===== src/rtl/mux_bus_regif.sv =====
module mux_bus_regif #(
  parameter int ADDR_W = 7,
  parameter int RECOVER_CYCLES = 32
) (
  input  logic       clk,
  input  logic       rst_n,
  input  logic       bus_mode,
  input  logic       cs_n,
  input  logic       as,
  input  logic       ds,
  input  logic       rw,
  input  logic [7:0] ad_in,
  output logic [7:0] ad_out,
  output logic       ad_oe,
  input  logic       wp,
  input  logic       vrt
);
  localparam int DEPTH = 1 << ADDR_W;
  localparam int CW = $clog2(RECOVER_CYCLES + 1);
  localparam logic [ADDR_W-1:0] LOC_A = ADDR_W'(10);
  localparam logic [ADDR_W-1:0] LOC_C = ADDR_W'(12);
  localparam logic [ADDR_W-1:0] LOC_D = ADDR_W'(13);
  localparam logic [4:0] IDLE = 5'b01100;

  logic [4:0] sy1, sy2, sy3;
  logic [ADDR_W-1:0] addr_q;
  logic [6:0] reg_a;
  logic [7:0] reg_c;
  logic [7:0] mem [DEPTH];
  logic [CW-1:0] cnt;

  always_ff @(posedge clk or negedge rst_n)
    if (!rst_n) begin
      sy1 <= IDLE; sy2 <= IDLE; sy3 <= IDLE;
    end else begin
      sy1 <= {wp, cs_n, rw, ds, as};
      sy2 <= sy1;
      sy3 <= sy2;
    end

  wire as_fall = sy3[0] & ~sy2[0];
  wire ds_fall = sy3[1] & ~sy2[1];
  wire rw_rise = ~sy3[2] & sy2[2];
  wire sel     = ~sy2[3];
  wire wp_s    = sy2[4];
  wire prot    = wp_s | (cnt != '0);
  wire strobe  = bus_mode ? (ds_fall & ~sy2[2]) : rw_rise;
  wire we      = strobe & sel & ~prot;

  assign ad_oe = sel & (bus_mode ? (sy2[1] & sy2[2]) : ~sy2[1]);

  always_ff @(posedge clk or negedge rst_n)
    if (!rst_n) cnt <= '0;
    else if (wp_s) cnt <= CW'(RECOVER_CYCLES);
    else if (cnt != '0) cnt <= cnt - 1'b1;

  always_ff @(posedge clk or negedge rst_n)
    if (!rst_n) addr_q <= '0;
    else if (as_fall) addr_q <= ad_in[ADDR_W-1:0];

  always_ff @(posedge clk or negedge rst_n)
    if (!rst_n) begin
      reg_a <= '0;
      reg_c <= '0;
    end else if (we) begin
      if (addr_q == LOC_A) reg_a <= ad_in[6:0];
      if (addr_q == LOC_C && reg_a[6:4] == 3'b011) reg_c <= ad_in;
    end

  always_ff @(posedge clk)
    if (we && addr_q != LOC_A && addr_q != LOC_C && addr_q != LOC_D)
      mem[addr_q] <= ad_in;

  always_comb
    case (addr_q)
      LOC_A:   ad_out = {1'b0, reg_a};
      LOC_C:   ad_out = reg_c;
      LOC_D:   ad_out = {vrt, 7'b0};
      default: ad_out = mem[addr_q];
    endcase

  a_r9_protect_a: assert property (@(posedge clk) disable iff (!rst_n)
    prot |=> $stable(reg_a));
  a_r9_protect_c: assert property (@(posedge clk) disable iff (!rst_n)
    prot |=> $stable(reg_c));
  a_r6_c_locked: assert property (@(posedge clk) disable iff (!rst_n)
    (reg_a[6:4] != 3'b011) |=> $stable(reg_c));
  a_r8_no_oe_unselected: assert property (@(posedge clk) disable iff (!rst_n)
    sy2[3] |-> !ad_oe);
  a_r10_quiet_in_reset: assert property (@(posedge clk)
    !rst_n |-> !ad_oe);
  a_r1_addr_hold: assert property (@(posedge clk) disable iff (!rst_n)
    !as_fall |=> $stable(addr_q));
endmodule


===== config.mk =====
export PLATFORM = sky130hd
export DESIGN_NAME = mux_bus_regif
export DESIGN_NICKNAME = d
export VERILOG_FILES = /design/src/rtl/mux_bus_regif.sv
export SDC_FILE = /design/constraint.sdc
export NUM_CORES = 1
export LEC_CHECK = 0
export BUFFER_PORTS_ARGS = -buffer_cell sky130_fd_sc_hd__buf_4
export CORE_MARGIN = 4
export CORE_UTILIZATION = 40
export CTS_CLUSTER_SIZE = 12
export DETAILED_ROUTE_END_ITERATION = 12
export HOLD_SLACK_MARGIN = 0.12
export MAX_ROUTING_LAYER = met4
export PLACE_DENSITY = 0.66
export SLEW_MARGIN = 20
export SYNTH_ARGS = -nofsm -noshare
export SYNTH_HDL_FRONTEND = slang
export SYNTH_SLANG_ARGS = --single-unit

===== constraint.sdc =====
create_clock -name clk -period 2.4 [get_ports clk]
set_input_delay 0.12 -clock clk [delete_from_list [all_inputs] [get_ports clk]]
set_output_delay 0.12 -clock clk [all_outputs]
set_load 0.01 [all_outputs]

==> flow_summary_export.csv <==
group,metric,value,unit
status,status,"finished, violations left",
status,violations,"negative setup slack",
worst_setup_path,critPathKind,"flip-flop to output port",
sta,worst_slack,-1.37,ns
clock_network,htree_levels,3,
hold_path,whs_path_depth,0,
synthesis,synth_top_cell_area_share,0.736,
worst_setup_path,r2r_start,"addr_q[2]$_DFFE_PN0P_",
clock_network,clkTransAtPathRegs,0.06,ns
cells_and_area,seq_area,31800,um2
route,wl_per_cell,29.5,um
route,via_per_inst,6.02,
synthesis,ys_seq_elements,1065,
sta,maxSlewViolCount,0,
cells_and_area,final_layout_size_suffix_gt1_frac,0.407,
sta,worst_pin_slew,0.750,ns
synthesis,synth_area,41800,um2
synthesis,synth_area_leaders,"edfxtp_1, mux4_2, dfrtp_1",
worst_setup_path,arrival,3.65,ns
die,die_w,331,um
grt,grt_first_pass_wirelength,189000,um
clock_network,numCtsBuffers,107,
die,ioPinCount,26,
power_and_ir_drop,leakagePower,0.0187,uW
worst_setup_path,cp-start-kind,"flip-flop",
sta,final.period_utilization,1.57,
sta,hold_violations,0,
die,core,104000,um2
sta,fmax,0.265,GHz
power_and_ir_drop,p_total,43400,uW
synthesis,syn_inst,2311,
route,routed_wl,131000,um
power_and_ir_drop,pwr_density_cell,779,nW/um2
route,drt_iter0_markers,3888,
route,vias,26800,
sta,slew_headroom,0.500,
worst_setup_path,cp_max_fo,8,
hold_path,min_from,"sy1[0]$_DFF_PN0_",
clock_network,cts.path.max_buffers,3,
grt,grt_antenna_before_repair,1,
sta,rsz0062_at_grt,"yes",
synthesis,yosysWarnings,0,
synthesis,yosys-top-cells-count,"edfxtp_1, nor2_1, mux4_2, a221oi_1, nand2_1",
sta,setup_viol,867,
cells_and_area,nFillCells,7656,
clock_network,root_buffer,"clkbuf_16",
synthesis,yosysMostFrequentCell,"edfxtp_1",
route,drtPass1Iterations,6,
place,post-place-ws,-1.41,ns
grt,grt_max_degree,132,
place,post-dp-hpwl,81100,um
synthesis,ys_types,77,
clock_network,cts_tree,"done",
route,final_antenna_net_count,0,
worst_setup_path,r2r_cells,11,
worst_setup_path,setup.worst_path.start,"addr_q[0]$_DFFE_PN0P_",
cells_and_area,finalNetCount,3024,
sta,fin_crit,3.77,ns
grt,grt_pass1_vias,27200,
clock_network,cts.sinks,1065,
route,drcViolationCount,0,
die,die_h,331,um
hold_path,holdCritPathClass,"flip-flop to flip-flop",
sta,whs,0.346,ns
cells_and_area,n_antenna_cell,0,
synthesis,synth_top_flop_cell,"edfxtp_1",
synthesis,synth_edf_count,1024,
synthesis,synth_top_area_cell,"edfxtp_1",
synthesis,async_reset_ff_frac,0.0385,
grt,grtUsageTotal,0.238,
power_and_ir_drop,ir_drop,617,uV
synthesis,avgSynthCellArea,18.1,um2
worst_setup_path,endpoint_kind,"output port",
worst_setup_path,cp.required,2.28,ns
grt,gr-total-overflow,0,
cells_and_area,fin_util,0.537,
die,initial_core_util,0.403,
cells_and_area,multiInputGateArea,10900,um2
place,gp_congestion,0.935,
sta,final.setup_skew,0.0420,ns
cells_and_area,area_delta_synth_final,33.1,%
job,cap_violations,0,
die,row_count,118,
clock_network,clk_latency,0.70,ns
place,io_buffers,25,
die,die_area,110000,um2
synthesis,synth_seq_area_share,0.760,
==> power by group <==
group	internal [uW]	switching, uW	total (uW)
Sequential	20500	87.3	20600
Combinational	3040	4010	7050
Clock	8880	6880	15800
Total	32400	11000	43400
==> repair_timing <==
item                                    CTS  global route
resized for setup                       323           122
buffers inserted                        155            34
cloned                                    7             5
endpoints found under the setup margin  918           960
endpoints found under the hold margin   386             0
hold buffers                             21             0
pin swaps                               118            56
==> worst paths after layout <==
path                                          to  slack (ns)
min in group asynchronous       sy2[2]$_DFF_PN1_        0.53
hold reg to reg                 sy2[0]$_DFF_PN0_        0.35
setup / recovery                       ad_out[7]       -1.37
max in group asynchronous  addr_q[1]$_DFFE_PN0P_        1.62
setup reg to reg            mem[60][1]$_DFFE_PP_       -0.41
hold / removal                  sy2[0]$_DFF_PN0_        0.35
==> metal layers <==
layer / share of wire / global-route usage
met5: 0 / -
met4: 0.059 / 0.109
met3: 0.11 / 0.0471
met2: 0.46 / 0.364
met1: 0.37 / 0.309
==> placed cells by master, fill, tap and decap left out, types with 12 or more instances in the layout <==
cell and n:
mux2_2 66, mux4_2 122, a22oi_1 39, nand2b_1 17
a31oi_1 12, nor2b_1 19, a221o_1 12, nor2_4 113
a22oi_2 14, buf_4 402, nand2_1 84, edfxtp_1 1024
clkinv_1 15, dfrtp_1 31, a21oi_1 54, conb_1 24
a211oi_1 16, buf_6 108, clkbuf_16 114, o21ai_0 58
nor2_1 59, dlygate4sd3_1 20, a221oi_2 14, nand3_1 17
clkbuf_1 33, mux2i_1 71, buf_12 149, a221oi_1 84
buf_8 18
==> final cells by class <==
class,instances,share of cell area
sequential,1065,0.571
inverter,10,0.000674
timing repair buffer,708,0.144
clock inverter,30,0.00456
tap,1380,0.0310
multi-input combinational,1113,0.195
clock buffer,150,0.0534
==> critical path: stages (launching register included) <==
cell	delay (ns)
dfrtp_4	0.59
clkbuf_16	0.21
and2_1	0.20
buf_12	0.15
a221oi_1	0.37
o221ai_2	0.23
buf_4	0.19
nand4_1	0.16
buf_4	0.19
a31oi_1	0.09
a311o_2	0.39
buf_4	0.17
==> registers in the layout, indices dropped and copies added (netlist names) <==
register and flops:
mem 1024, cnt 6, reg_a 7, sy1 5, sy3 3, sy2 5, addr_q 7, reg_c 8
==> per-stage QoR <==
stage | std cells | instance area, um2 | TNS (ns)
after global routing | 4456 | 55700 | -175.16
after detailed placement | 4067 | 47600 | -385.73
after CTS | 4425 | 54800 | -145.01
after floorplan | 2334 | 42200 | -33.93
final | 4456 | 55700 | -154.09
after global placement | 4067 | 47600 | -355.96
==> cells by family after synthesis <==
family / count (synthesis) / share of synthesized area
AO/OA/AOI/OAI: 433 / 0.0755
XOR/XNOR: 3 / 0.000629
adder cells (fa/ha/maj): 2 / 0.000599
buffers and inverters: 157 / 0.0193
flip-flops: 1065 / 0.760
multiplexers: 260 / 0.101
other: 1 / 0.0000897
AND/OR/NAND/NOR: 390 / 0.0427
No activity file was read; power rests on OpenSTA's default activity.
